===== src/rtl/dtrig_pkg.sv =====
package dtrig_pkg;
  localparam int XLEN = 32;
  localparam int HALF = XLEN / 2;

  localparam int B_LOAD   = 0;
  localparam int B_STORE  = 1;
  localparam int B_EXEC   = 2;
  localparam int B_U      = 3;
  localparam int B_S      = 4;
  localparam int B_M      = 6;
  localparam int MODE_LO  = 7;
  localparam int MODE_HI  = 10;
  localparam int B_CHAIN  = 11;
  localparam int ACT_LO   = 12;
  localparam int ACT_HI   = 15;
  localparam int B_TIMING = 18;

  localparam logic [XLEN-1:0] CFG_KEEP = 32'h0004_FFDF;
  localparam logic [3:0] MODE_MAX   = 4'd5;
  localparam logic [3:0] ACT_DEBUG  = 4'd1;

  typedef enum logic [3:0] {
    M_EQ     = 4'd0,
    M_NAPOT  = 4'd1,
    M_GE     = 4'd2,
    M_LT     = 4'd3,
    M_LOHALF = 4'd4,
    M_HIHALF = 4'd5
  } match_e;

  typedef enum logic [1:0] {
    K_EXEC  = 2'd0,
    K_LOAD  = 2'd1,
    K_STORE = 2'd2,
    K_NONE  = 2'd3
  } kind_e;

  typedef enum logic [1:0] {
    P_USER  = 2'd0,
    P_SUPER = 2'd1,
    P_RSVD  = 2'd2,
    P_MACH  = 2'd3
  } priv_e;

  // Keep only supported fields; an unsupported mode or action zeroes the word.
  function automatic logic [XLEN-1:0] cfg_legalize(input logic [XLEN-1:0] w,
                                                   input logic last);
    logic [XLEN-1:0] r;
    r = w & CFG_KEEP;
    if (w[MODE_HI:MODE_LO] > MODE_MAX || w[ACT_HI:ACT_LO] != ACT_DEBUG) begin
      r = '0;
    end else if (last) begin
      r[B_CHAIN] = 1'b0;
    end
    return r;
  endfunction

  // Bits that must agree in a power-of-two region compare.
  function automatic logic [XLEN-1:0] napot_care(input logic [XLEN-1:0] cmp);
    return ~(cmp ^ (cmp + 1'b1));
  endfunction

  function automatic logic half_hit(input logic [HALF-1:0] part,
                                    input logic [XLEN-1:0] cmp);
    return (part & cmp[XLEN-1:HALF]) == cmp[HALF-1:0];
  endfunction

  function automatic logic addr_hit(input logic [3:0] mode,
                                    input logic [XLEN-1:0] addr,
                                    input logic [XLEN-1:0] cmp);
    logic h;
    case (mode)
      M_EQ:     h = (addr == cmp);
      M_NAPOT:  h = ((addr ^ cmp) & napot_care(cmp)) == '0;
      M_GE:     h = (addr >= cmp);
      M_LT:     h = (addr < cmp);
      M_LOHALF: h = half_hit(addr[HALF-1:0], cmp);
      M_HIHALF: h = half_hit(addr[XLEN-1:HALF], cmp);
      default:  h = 1'b0;
    endcase
    return h;
  endfunction
endpackage


===== src/rtl/dtrig_cfg_regs.sv =====
module dtrig_cfg_regs
  import dtrig_pkg::*;
#(
  parameter int NUM_TRIG = 4,
  parameter int IDX_W    = 2
) (
  input  logic                           clk,
  input  logic                           rst_n,
  input  logic                           wr_en,
  input  logic                           wr_sel,
  input  logic [IDX_W-1:0]               wr_idx,
  input  logic [XLEN-1:0]                wr_data,
  input  logic                           rd_sel,
  input  logic [IDX_W-1:0]               rd_idx,
  output logic [XLEN-1:0]                rd_data,
  output logic [NUM_TRIG-1:0][XLEN-1:0]  cfg_q,
  output logic [NUM_TRIG-1:0][XLEN-1:0]  cmp_q
);
  for (genvar i = 0; i < NUM_TRIG; i++) begin : g_reg
    localparam logic IS_LAST = (i == NUM_TRIG - 1);
    logic sel_w;
    assign sel_w = wr_en && (int'(wr_idx) == i);

    always_ff @(posedge clk or negedge rst_n) begin
      if (!rst_n) begin
        cfg_q[i] <= '0;
        cmp_q[i] <= '0;
      end else if (sel_w) begin
        if (wr_sel) cmp_q[i] <= wr_data;
        else        cfg_q[i] <= cfg_legalize(wr_data, IS_LAST);
      end
    end
  end

  always_comb begin
    rd_data = '0;
    for (int i = 0; i < NUM_TRIG; i++) begin
      if (int'(rd_idx) == i) rd_data = rd_sel ? cmp_q[i] : cfg_q[i];
    end
  end
endmodule


===== src/rtl/dtrig_cmp.sv =====
module dtrig_cmp
  import dtrig_pkg::*;
(
  input  logic [XLEN-1:0] cfg,
  input  logic [XLEN-1:0] cmp,
  input  logic            acc_valid,
  input  logic [1:0]      acc_kind,
  input  logic [1:0]      acc_priv,
  input  logic [XLEN-1:0] acc_addr,
  output logic            hit
);
  logic kind_ok, priv_ok, armed, where_ok;

  always_comb begin
    case (kind_e'(acc_kind))
      K_EXEC:  kind_ok = cfg[B_EXEC];
      K_LOAD:  kind_ok = cfg[B_LOAD];
      K_STORE: kind_ok = cfg[B_STORE];
      default: kind_ok = 1'b0;
    endcase
    case (priv_e'(acc_priv))
      P_USER:  priv_ok = cfg[B_U];
      P_SUPER: priv_ok = cfg[B_S];
      P_MACH:  priv_ok = cfg[B_M];
      default: priv_ok = 1'b0;
    endcase
  end

  assign armed    = (cfg[ACT_HI:ACT_LO] == ACT_DEBUG);
  assign where_ok = addr_hit(cfg[MODE_HI:MODE_LO], acc_addr, cmp);
  assign hit      = acc_valid && armed && kind_ok && priv_ok && where_ok;
endmodule


===== src/rtl/dtrig_chain.sv =====
module dtrig_chain #(
  parameter int NUM_TRIG = 4
) (
  input  logic                clk,
  input  logic                rst_n,
  input  logic [NUM_TRIG-1:0] hit_vec,
  input  logic [NUM_TRIG-1:0] chain_vec,
  input  logic [NUM_TRIG-1:0] timing_vec,
  output logic [NUM_TRIG-1:0] group_ok,
  output logic [NUM_TRIG-1:0] fire_now,
  output logic                dbg_req_before,
  output logic                dbg_req_after,
  output logic [NUM_TRIG-1:0] fire_vec
);
  for (genvar i = 0; i < NUM_TRIG; i++) begin : g_link
    if (i == NUM_TRIG - 1) begin : g_tail
      assign group_ok[i] = hit_vec[i];
    end else begin : g_body
      assign group_ok[i] = hit_vec[i] && (!chain_vec[i] || group_ok[i+1]);
    end
    if (i == 0) begin : g_first
      assign fire_now[i] = group_ok[i];
    end else begin : g_next
      assign fire_now[i] = group_ok[i] && !chain_vec[i-1];
    end
  end

  always_ff @(posedge clk or negedge rst_n) begin
    if (!rst_n) begin
      dbg_req_before <= 1'b0;
      dbg_req_after  <= 1'b0;
      fire_vec       <= '0;
    end else begin
      dbg_req_before <= |(fire_now & ~timing_vec);
      dbg_req_after  <= |(fire_now & timing_vec);
      fire_vec       <= fire_now;
    end
  end
endmodule


===== src/rtl/dbg_trig_bank.sv =====
module dbg_trig_bank
  import dtrig_pkg::*;
#(
  parameter int NUM_TRIG = 4,
  localparam int IDX_W   = (NUM_TRIG > 1) ? $clog2(NUM_TRIG) : 1
) (
  input  logic                clk,
  input  logic                rst_n,
  input  logic                wr_en,
  input  logic                wr_sel,
  input  logic [IDX_W-1:0]    wr_idx,
  input  logic [31:0]         wr_data,
  input  logic                rd_sel,
  input  logic [IDX_W-1:0]    rd_idx,
  output logic [31:0]         rd_data,
  input  logic                acc_valid,
  input  logic [1:0]          acc_kind,
  input  logic [1:0]          acc_priv,
  input  logic [31:0]         acc_addr,
  output logic                dbg_req_before,
  output logic                dbg_req_after,
  output logic [NUM_TRIG-1:0] fire_vec
);
  logic [NUM_TRIG-1:0][XLEN-1:0] cfg_q;
  logic [NUM_TRIG-1:0][XLEN-1:0] cmp_q;
  logic [NUM_TRIG-1:0] hit_vec, chain_vec, timing_vec, group_ok, fire_now;

  dtrig_cfg_regs #(.NUM_TRIG(NUM_TRIG), .IDX_W(IDX_W)) u_regs (
    .clk(clk), .rst_n(rst_n), .wr_en(wr_en), .wr_sel(wr_sel), .wr_idx(wr_idx),
    .wr_data(wr_data), .rd_sel(rd_sel), .rd_idx(rd_idx), .rd_data(rd_data),
    .cfg_q(cfg_q), .cmp_q(cmp_q)
  );

  for (genvar i = 0; i < NUM_TRIG; i++) begin : g_trig
    assign chain_vec[i]  = cfg_q[i][B_CHAIN];
    assign timing_vec[i] = cfg_q[i][B_TIMING];
    dtrig_cmp u_cmp (
      .cfg(cfg_q[i]), .cmp(cmp_q[i]), .acc_valid(acc_valid),
      .acc_kind(acc_kind), .acc_priv(acc_priv), .acc_addr(acc_addr),
      .hit(hit_vec[i])
    );
  end

  dtrig_chain #(.NUM_TRIG(NUM_TRIG)) u_chain (
    .clk(clk), .rst_n(rst_n), .hit_vec(hit_vec), .chain_vec(chain_vec),
    .timing_vec(timing_vec), .group_ok(group_ok), .fire_now(fire_now),
    .dbg_req_before(dbg_req_before), .dbg_req_after(dbg_req_after),
    .fire_vec(fire_vec)
  );
endmodule


===== config.mk =====
export PLATFORM = sky130hd
export DESIGN_NAME = dbg_trig_bank
export DESIGN_NICKNAME = d
export VERILOG_FILES = /design/src/rtl/dtrig_pkg.sv /design/src/rtl/dtrig_cfg_regs.sv /design/src/rtl/dtrig_cmp.sv /design/src/rtl/dtrig_chain.sv /design/src/rtl/dbg_trig_bank.sv
export SDC_FILE = /design/constraint.sdc
export NUM_CORES = 1
export LEC_CHECK = 0
export ABC_CLOCK_PERIOD_IN_PS = 3500
export BUFFER_PORTS_ARGS = -buffer_cell sky130_fd_sc_hd__buf_4
export CORE_MARGIN = 2
export CORE_UTILIZATION = 40
export CTS_CLUSTER_SIZE = 14
export DETAILED_ROUTE_END_ITERATION = 6
export PLACE_DENSITY_LB_ADDON = 0.25
export SLEW_MARGIN = 20
export SYNTH_ARGS = -nofsm -noshare
export SYNTH_HDL_FRONTEND = slang
export SYNTH_SLANG_ARGS = --single-unit

===== constraint.sdc =====
create_clock -name clk -period 3.5 [get_ports clk]
set_input_delay 0.175 -clock clk [delete_from_list [all_inputs] [get_ports clk]]
set_output_delay 0.175 -clock clk [all_outputs]
set_load 0.1 [all_outputs]

==> flow_metrics.py, run 1 <==
metrics = {
    "power": {
        "power_density_nw_per_um2": 501,
        "total_leakage_power_uw": 0.00838,
        "ir_worst_vdd_v": 0.000336,
    },
    "yosys": {
        "syn_area_um2": 15900,
        "ys_warn_count": 0,
        "synthCells": 1711,
        "synth_edf_count": 0,
        "synthMuxAreaShare_pct": 17.4,
        "synth_top_family_by_area": "simple AND/OR/NAND/NOR gates",
        "syn_nets": 1921,
        "syn_avg_cell_area_um2": 9.27,
        "seq_area_frac_synth_pct": 31.1,
        "synth_ff_type": "dfrtp_1",
        "synth_fa_ha_area_share_pct": 10.4,
        "async_flop_share_pct": 100,
        "synthSimpleGateAreaFrac_pct": 18.3,
        "yosys_register_bits": 197,
        "yosysUniqueCellTypes": 79,
        "synth-compound-area-share_pct": 14.6,
        "synth_xor_xnor_area_share_pct": 3.31,
    },
    "clock_tree": {
        "cts_buffers": 17,
        "cts-root-buf": "clkbuf_16",
        "h-tree-depth": 4,
        "clk_pin_slew_ns": 0.08,
        "cts_buffer_depth": 2,
        "clock_sinks": 197,
        "insertion_delay_ns": 0.46,
        "cts_tree": "yes",
    },
    "finish": {
        "ff_latch_area_um2": 4940,
        "final_cell_mix": "247 x buf_4, 195 x nand2_1, 192 x dfrtp_1",
        "area_growth_pct": 21.5,
        "fin_cells": 2472,
        "nFillCells": 3709,
        "utilization_pct": 49.5,
        "fin_nets": 2151,
        "drive_gt1_share_pct": 25.9,
        "layout_commonest_cell": "buf_4",
        "multi_input_area_um2": 10400,
    },
    "timing": {
        "worst_slack_ns": 0.125,
        "whs_ns": 0.00944,
        "setup_viol": 0,
        "fmax_mhz": 296,
        "fin_worst_skew_ns": 0.0164,
        "relSlewSlack_pct": 28.1,
        "tightest_slew_ns": 1.08,
        "hold_violations": 0,
        "drv_slew": 0,
        "grt_setup_unrepaired": "yes",
        "layout_min_cycle_time_ns": 3.38,
        "timing.final.crit_share_pct": 96.4,
        "tns_ns": 0,
    },
    "die": {
        "core-area_um2": 38900,
        "dieArea_um2": 41300,
        "rows": 72,
        "die_w_um": 203,
        "start_util_pct": 40.8,
        "dieHeight_um": 203,
        "ios": 116,
    },
    "route": {
        "num_vias": 15554,
        "via_per_inst": 6.29,
        "first_pass_iters": 6,
        "wl_um": 73500,
        "antenna_left": 0,
        "wl_per_cell_um": 29.7,
        "first_iter_violations": 1788,
        "drc": 0,
    },
    "outcome": {
        "outcome": "finished, final reports clean",
    },
    "global_route": {
        "gr-total-overflow": 0,
        "grt_start_max_net_pins": 98,
        "antenna_found_initial": 1,
        "grt_pass1_wl_um": 106000,
        "grt_use_total_pct": 35.8,
        "grt_pass1_vias": 15022,
    },
    "placement": {
        "io_buffers": 115,
        "dp_cells": 2417,
        "place_ws_ns": -0.201,
        "hpwl_um": 57700,
        "gp_congestion": 1.01,
    },
    "setup_path": {
        "crit_arrival_ns": 3.76,
        "cp-startpoint": "u_regs.cmp_q[29]$_DFFE_PN0P_",
        "startpoint_type": "flop",
        "r2r_end": "u_chain.dbg_req_after$_DFF_PN0_",
        "worstSetupEndpointType": "flop",
        "required_ns": 3.88,
        "worst_r2r_startpoint": "u_regs.cmp_q[29]$_DFFE_PN0P_",
        "worstPathMaxFanout": 5,
        "r2r_cells": 12,
        "endpoint": "u_chain.dbg_req_after$_DFF_PN0_",
        "worstSetupPathType": "reg2reg",
        "r2r_slack_ns": 0.12,
    },
    "hold_path": {
        "min_from": "wr_data[12]",
        "holdCritPathClass": "in2reg",
    },
    "job": {
        "maxCapViolations": 0,
    },
}
[metal layers]
layer	vias up	wire (um)	global-route usage [%]
met3	193	5870	6.04
met5	-	0	0
met2	862	31400	53.5
met4	0	4560	19.1
met1	7648	31700	49.6
li1	6851	-	-
[cells by family after synthesis]
logic type,Yosys count
adders and majority gates,132
buffers and inverters,198
muxes,202
AOI/OAI and AO/OA,376
xor gates and xnor gates,60
and+or+nand+nor,546
DFF,197
[report_power, final]
group          switching (uW)  leakage [uW]  internal [uW]
clock network            1010      0.000297           1100
registers                 548       0.00250           2600
logic                    2680       0.00558           1700
[worst min path at each step]
stage | to | slack [ns] | cells after the start
global route | u_regs.cmp_q[12]$_DFFE_PN0P_ | 0.01 | 3
global placement | u_regs.cmp_q[25]$_DFFE_PN0P_ | 0.32 | 1
finish | u_regs.cmp_q[12]$_DFFE_PN0P_ | 0.009 | 3
detailed placement | u_regs.cmp_q[25]$_DFFE_PN0P_ | 0.33 | 1
floorplan | u_chain.dbg_req_after$_DFF_PN0_ | -0.12 | 0
CTS | u_regs.cmp_q[12]$_DFFE_PN0P_ | 0.001 | 3
[through the flow]
stage               total power [uW]  cell area (um2)
global placement                7350            18200
finish                          9650            19300
detailed placement              7360            18200
global route                   10100            19300
CTS                             9490            19100
floorplan                       5520            15900
[what timing repair did]
action,in CTS,in global routing
resized for setup,5,28
buffers inserted,0,2
setup endpoints to repair,4,6
hold buffers,21,0
pin swaps,0,10
hold endpoints to repair,140,0
[Yosys cell counts, types with 32 or more instances]
cell type / number / area, um2
a21oi_1: 86 / 430
a31oi_1: 51 / 319
and2_1: 40 / 250
clkbuf_1: 46 / 173
dfrtp_1: 197 / 4930
ha_1: 132 / 1650
inv_1: 136 / 510
mux2_2: 122 / 1370
mux2i_1: 32 / 320
mux4_2: 47 / 1060
nand2_1: 195 / 732
nand3_1: 56 / 280
nand4_1: 42 / 263
nor2_1: 45 / 169
nor4_1: 33 / 206
o21ai_0: 124 / 621
xnor2_1: 57 / 499
[worst max-delay path: stages (launching register included)]
cell	delay [ns]
dfrtp_1	0.35
inv_1	0.06
ha_1	0.35
a21oi_1	0.17
nor4_1	0.34
o211ai_1	0.19
nor4b_4	0.42
o2111ai_2	0.21
nor4_4	0.37
a311oi_1	0.09
a21o_2	0.31
or2_2	0.29
o221ai_1	0.16
[area by class of cell]
class | instances | area share, %
timing repair buffer | 273 | 11.2
clock inverter | 13 | 0.870
tap | 518 | 3.36
antenna | 1 | 0.0130
inverter | 136 | 2.65
multi-input combinational | 1316 | 54.0
clock buffer | 18 | 2.28
sequential | 197 | 25.6
[state kept, by name (all words and copies together), names as in the netlist]
register	flops
u_chain.dbg_req_before	1
u_regs.cmp_q	128
u_regs.cfg_q	63
u_chain.fire_vec	4
u_chain.dbg_req_after	1
Note: power is estimated with default switching activity, not from simulation.
==> run 2, diff against run 1 <==
--- a/config.mk
+++ b/config.mk
@@ -5,7 +5,7 @@
 export SDC_FILE = /design/constraint.sdc
 export NUM_CORES = 1
 export LEC_CHECK = 0
-export ABC_CLOCK_PERIOD_IN_PS = 3500
+export ABC_CLOCK_PERIOD_IN_PS = 2900
 export BUFFER_PORTS_ARGS = -buffer_cell sky130_fd_sc_hd__buf_4
 export CORE_MARGIN = 2
 export CORE_UTILIZATION = 40
@@ -16,3 +16,4 @@
 export SYNTH_ARGS = -nofsm -noshare
 export SYNTH_HDL_FRONTEND = slang
 export SYNTH_SLANG_ARGS = --single-unit
+export TNS_END_PERCENT = 5
==> constraint.sdc (replaced) <==
create_clock -name clk -period 2.9 [get_ports clk]
set_input_delay 0.145 -clock clk [delete_from_list [all_inputs] [get_ports clk]]
set_output_delay 0.145 -clock clk [all_outputs]
set_load 0.1 [all_outputs]
==> run 2 against run 1 <==
  * The flow now finishes with violations (negative setup slack)
  * Sequential share of layout area down 3.2 points
  * Wire length up 5.5%
  * Maximum frequency grew 2.9%
  * Register-to-register slack worse by 0.50 ns
  * Combinational power increased by 51%
==> flow_metrics.py, run 2 (same netlist as run 1, synthesis figures left out) <==
metrics = {
    "outcome": {
        "violations": "negative setup slack",
        "outcome": "finished, violations left",
    },
    "global_route": {
        "grt_pass1_wl_um": 113000,
        "grt_start_max_net_pins": 80,
        "grt_use_total_pct": 38.2,
        "antenna_found_initial": 2,
        "grt_pass1_vias": 16835,
        "gr-total-overflow": 0,
    },
    "finish": {
        "area_growth_pct": 38.7,
        "stdcell_area_um2": 22000,
        "fin_cells": 2798,
        "antenna_cells": 0,
        "final_cell_mix": "557 x buf_4, 195 x dfrtp_1, 194 x nand2_1",
        "top_regs": "u_regs.cmp_q x128, u_regs.cfg_q x63, u_chain.fire_vec x4",
        "layout_commonest_cell": "buf_4",
        "fin_nets": 2477,
        "drive_gt1_share_pct": 37.0,
        "nFillCells": 3566,
        "regMostFlops": "u_regs.cmp_q",
        "largest_reg_flops": 128,
    },
    "setup_path": {
        "startpoint_type": "flop",
        "worstPathMaxFanout": 3,
        "worstSetupEndpointType": "flop",
        "required_ns": 3.31,
        "crit_arrival_ns": 3.69,
        "worstSetupPathType": "reg2reg",
    },
    "die": {
        "dieHeight_um": 203,
        "rows": 72,
        "ios": 116,
        "die_w_um": 203,
        "core-area_um2": 38900,
        "start_util_pct": 40.8,
        "dieArea_um2": 41300,
    },
    "clock_tree": {
        "h-tree-depth": 4,
        "clk_pin_slew_ns": 0.09,
        "cts-root-buf": "clkbuf_16",
        "insertion_delay_ns": 0.49,
        "cts_buffers": 17,
        "cts_buffer_depth": 2,
        "clock_sinks": 197,
        "cts_tree": "yes",
    },
    "hold_path": {
        "holdCritPathClass": "in2reg",
    },
    "timing": {
        "whs_ns": 0.264,
        "setup_viol": 5,
        "timing.final.crit_share_pct": 113,
        "tns_ns": -1.10,
        "drv_slew": 0,
        "grt_setup_unrepaired": "yes",
        "layout_min_cycle_time_ns": 3.28,
        "fin_worst_skew_ns": 0.0117,
        "tightest_slew_ns": 1.05,
        "fmax_mhz": 305,
        "relSlewSlack_pct": 30.1,
        "hold_violations": 0,
        "worst_slack_ns": -0.380,
    },
    "placement": {
        "dpl_cell_area_um2": 20600,
        "hpwl_um": 62500,
        "dp_cells": 2730,
        "io_buffers": 115,
        "gp_congestion": 1.07,
    },
    "power": {
        "total_leakage_power_uw": 0.0100,
        "power_density_nw_per_um2": 583,
        "power_uw": 12800,
        "ir_worst_vdd_v": 0.000597,
    },
    "route": {
        "antenna_left": 0,
        "wl_per_cell_um": 27.7,
        "num_vias": 16872,
        "via_per_inst": 6.03,
        "first_iter_violations": 1529,
        "wl_um": 77600,
        "drc": 0,
        "first_pass_iters": 6,
    },
    "job": {
        "maxCapViolations": 0,
    },
}
-- run 2: routing by layer --
layer | track usage, % | wire [um] | part of all wire (%)
met1 | 50.4 | 31800 | 41
met2 | 57.6 | 33000 | 42
met3 | 6.60 | 6730 | 8.7
met4 | 25.8 | 6110 | 7.9
met5 | 0 | 11 | 0.014
-- run 2: critical path: stages (launching register included) --
cell and delay (ns):
dfrtp_1 0.37, inv_2 0.08, ha_4 0.36, nand2_4 0.10, a21oi_4 0.17, o2111ai_4 0.16
nor4b_4 0.47, buf_4 0.19, o2111ai_4 0.10, nor4_4 0.39, a311oi_1 0.10, a21o_1 0.25
buf_4 0.15, nand2b_4 0.13, o221ai_2 0.17
-- run 2: final timing paths --
| kind | cells after the start | endpoint | slack [ns] | startpoint |
|---|---|---|---|---|
| setup / recovery | 14 | u_chain.dbg_req_before$_DFF_PN0_ | -0.38 | u_regs.cmp_q[16]$_DFFE_PN0P_ |
| min in group asynchronous | 2 | u_regs.cmp_q[58]$_DFFE_PN0P_ | 0.27 | rst_n |
| hold / removal | 5 | u_regs.cfg_q[72]$_DFFE_PN0P_ | 0.26 | wr_en |
| max in group asynchronous | 3 | u_regs.cmp_q[0]$_DFFE_PN0P_ | 1.77 | rst_n |
| hold reg to reg | 1 | u_regs.cfg_q[45]$_DFFE_PN0P_ | 0.51 | u_regs.cfg_q[45]$_DFFE_PN0P_ |
| setup reg to reg | 14 | u_chain.dbg_req_before$_DFF_PN0_ | -0.38 | u_regs.cmp_q[16]$_DFFE_PN0P_ |
-- run 2: final cells by class --
| type | count | area [um2] | area share [%] |
|---|---|---|---|
| multi-input combinational | 1316 | 10600 | 48.3 |
| tap | 518 | 648 | 2.94 |
| clock buffer | 17 | 425 | 1.93 |
| sequential | 197 | 4930 | 22.4 |
| timing repair buffer | 599 | 4680 | 21.2 |
| inverter | 136 | 510 | 2.32 |
| clock inverter | 15 | 193 | 0.875 |
-- run 2: repair_timing --
item                                    CTS  global route
gates resized for setup                  43            26
endpoints found under the setup margin    6             6
buffers inserted                          2             1
hold buffers                             33             0
pin swaps                                18            14
endpoints found under the hold margin   183             0
-- run 2: metrics by stage --
step / utilization, % / setup slack, ns
final: 56.6 / -0.380
after floorplan: - / -0.0286
after global routing: 56.6 / -0.452
after CTS: 56.2 / -0.218
after detailed placement: 53.0 / -1.25
after global placement: 53.0 / -1.24
-- run 2: power breakdown --
part           leakage (uW)  switching [uW]  internal (uW)
registers           0.00250             455           3140
clock network      0.000302            1410           1190
logic               0.00722            3740           2890
==> run 3, diff against run 2 <==
--- a/config.mk
+++ b/config.mk
@@ -11,7 +11,9 @@
 export CORE_UTILIZATION = 40
 export CTS_CLUSTER_SIZE = 14
 export DETAILED_ROUTE_END_ITERATION = 6
+export HOLD_SLACK_MARGIN = 0.03
 export PLACE_DENSITY_LB_ADDON = 0.25
+export SETUP_SLACK_MARGIN = 0.1
 export SLEW_MARGIN = 20
 export SYNTH_ARGS = -nofsm -noshare
 export SYNTH_HDL_FRONTEND = slang
==> run 3 against run 2 <==
  * The run still ends with negative setup slack left
  * Global-route usage stayed put
  * Sequential cell count stayed put
  * Sequential power hardly changed
  * Utilization is essentially flat
  * Sequential share of layout area barely moved
  * Maximum frequency is essentially flat
  * Critical path depth stayed put
  * Design area about the same
  * Non-clock buffer count is the same
  * Die area is the same
  * Combinational power about the same
  * Critical endpoint unchanged
  * Largest power group unchanged
==> flow_metrics.py, run 3 (same netlist as run 1, synthesis figures left out) <==
metrics = {
    "outcome": {
        "outcome": "finished, violations left",
        "violations": "negative setup slack",
    },
    "die": {
        "core-area_um2": 38900,
        "rows": 72,
        "die_w_um": 203,
        "dieArea_um2": 41300,
        "dieHeight_um": 203,
        "start_util_pct": 40.8,
        "ios": 116,
    },
    "setup_path": {
        "path_delay_family": "simple AND/OR/NAND/NOR gates",
        "r2r_slack_ns": -0.38,
        "r2r_cells": 14,
        "cp_num_cells": 14,
        "crit_arrival_ns": 3.69,
        "required_ns": 3.32,
        "r2r_end": "u_chain.dbg_req_before$_DFF_PN0_",
        "max_stage_delay_ns": 0.46,
        "crit_buf_inv": 3,
        "worst_r2r_startpoint": "u_regs.cmp_q[16]$_DFFE_PN0P_",
        "worstPathMaxFanout": 3,
        "worstSetupPathType": "reg2reg",
        "cpMaxStageDelayCell": "nor4b_4",
        "worstSetupEndpointType": "flop",
        "crit_chain": "inv_2 > ha_4 > nand2_4 > a21oi_4 > o2111ai_4 > nor4b_4 > buf_4 > o2111ai_4 > nor4_4 > a311oi_1 > a21o_1 > buf_4 > nand2b_4 > o221ai_2",
        "startpoint_type": "flop",
    },
    "clock_tree": {
        "cts_buffers": 17,
        "cts_tree": "yes",
        "insertion_delay_ns": 0.49,
        "cts_buffer_depth": 2,
        "clk_pin_slew_ns": 0.09,
        "clock_sinks": 197,
        "h-tree-depth": 4,
        "cts-root-buf": "clkbuf_16",
    },
    "global_route": {
        "grt_use_total_pct": 38.2,
        "grt_start_max_net_pins": 80,
        "antenna_found_initial": 2,
        "grt_pass1_vias": 16835,
        "grt_pass1_wl_um": 113000,
        "gr-total-overflow": 0,
    },
    "power": {
        "power_frac_seq_pct": 28.1,
        "ir_worst_vdd_v": 0.000597,
        "power_density_nw_per_um2": 583,
        "net-switching-power_uw": 5610,
        "power.share.clock_pct": 20.2,
        "swShare_pct": 43.7,
        "power.internal_uw": 7220,
        "power_uw": 12800,
        "power_frac_comb_pct": 51.7,
        "total_leakage_power_uw": 0.0100,
    },
    "placement": {
        "hpwl_um": 62500,
        "io_buffers": 115,
        "dp_cells": 2730,
        "gp_congestion": 1.07,
    },
    "timing": {
        "layout_min_cycle_time_ns": 3.28,
        "relSlewSlack_pct": 28.7,
        "drv_slew": 0,
        "whs_ns": 0.266,
        "setup_viol": 5,
        "hold_violations": 0,
        "tns_ns": -1.10,
        "worst_slack_ns": -0.378,
        "tightest_slew_ns": 1.07,
        "fin_worst_skew_ns": 0.0144,
        "timing.final.crit_share_pct": 113,
        "grt_setup_unrepaired": "yes",
        "fmax_mhz": 305,
    },
    "finish": {
        "multi_input_area_um2": 10600,
        "regMostFlops": "u_regs.cmp_q",
        "top_regs": "u_regs.cmp_q x128, u_regs.cfg_q x63, u_chain.fire_vec x4",
        "final_cell_mix": "557 x buf_4, 195 x dfrtp_1, 194 x nand2_1",
        "area_growth_pct": 38.8,
        "nFillCells": 3565,
        "largest_reg_flops": 128,
        "fin_nets": 2477,
        "fin_cells": 2799,
        "ff_latch_area_um2": 4930,
        "layout_commonest_cell": "buf_4",
        "drive_gt1_share_pct": 37.0,
    },
    "route": {
        "wl_um": 77600,
        "num_vias": 16855,
        "wl_per_cell_um": 27.7,
        "drc": 0,
        "first_pass_iters": 6,
        "first_iter_violations": 1638,
        "via_per_inst": 6.02,
        "antenna_left": 0,
    },
    "hold_path": {
        "holdCritPathClass": "in2async",
    },
    "job": {
        "maxCapViolations": 0,
    },
}
==> run 3: changes by cell type in the layout (fill, tap and decap cells not counted), sizes merged <==
cell	change
diode	+1
==> run 3: repair_timing <==
action                                  CTS  global route
buffers inserted                          2             1
pin swaps                                20            14
hold buffers                             33             0
gates cloned                              0             0
endpoints found under the setup margin    6             6
gates resized for setup                  44            26
endpoints found under the hold margin   196             0
==> run 3: area by class of cell <==
| type | instances | share of cell area, % |
|---|---|---|
| antenna | 1 | 0.0114 |
| clock buffer | 17 | 1.93 |
| clock inverter | 15 | 0.875 |
| inverter | 136 | 2.32 |
| multi-input combinational | 1316 | 48.3 |
| sequential | 197 | 22.4 |
| tap | 518 | 2.94 |
| timing repair buffer | 599 | 21.2 |
==> run 3: worst register-to-register path, cell delays in order, from the launching register on <==
cell	delay [ns]
dfrtp_1	0.37
inv_2	0.08
ha_4	0.36
nand2_4	0.11
a21oi_4	0.17
o2111ai_4	0.16
nor4b_4	0.46
buf_4	0.20
o2111ai_4	0.10
nor4_4	0.39
a311oi_1	0.10
a21o_1	0.25
buf_4	0.15
nand2b_4	0.13
o221ai_2	0.17
==> run 3: metal layers <==
layer / part of all wire (%) / track usage, % / up-vias
met4: 8.1 / 25.8 / 2
met2: 42 / 57.6 / 983
li1: - / - / 7492
met1: 41 / 50.4 / 8135
met5: 0.010 / 0 / -
met3: 8.8 / 6.60 / 243
==> run 3: worst max path at each step <==
stage	startpoint	to
2_1_floorplan	u_regs.cmp_q[97]$_DFFE_PN0P_	u_chain.dbg_req_after$_DFF_PN0_
3_3_place_gp	u_regs.cmp_q[16]$_DFFE_PN0P_	u_chain.dbg_req_after$_DFF_PN0_
3_5_place_dp	u_regs.cmp_q[16]$_DFFE_PN0P_	u_chain.dbg_req_before$_DFF_PN0_
4_1_cts	u_regs.cmp_q[16]$_DFFE_PN0P_	u_chain.dbg_req_before$_DFF_PN0_
5_1_grt	u_regs.cmp_q[16]$_DFFE_PN0P_	u_chain.dbg_req_before$_DFF_PN0_
6_report	u_regs.cmp_q[16]$_DFFE_PN0P_	u_chain.dbg_req_before$_DFF_PN0_
==> run 3: stage by stage <==
stage | area, um2 | utilization (%) | setup WS [ns]
3_3_place_gp | 20600 | 53.0 | -1.24
3_5_place_dp | 20600 | 53.0 | -1.25
5_1_grt | 22000 | 56.6 | -0.452
6_report | 22000 | 56.6 | -0.378
4_1_cts | 21900 | 56.2 | -0.218
2_1_floorplan | 15900 | - | -0.0286
==> run 3: power by group through the flow <==
stage	sequential, uW	combinational [uW]	clock, uW
floorplan	3610	3050	0
global placement	3610	6210	0
detailed placement	3620	6240	0
CTS	3580	6420	2610
global route	3640	7010	2710
finish	3600	6640	2600
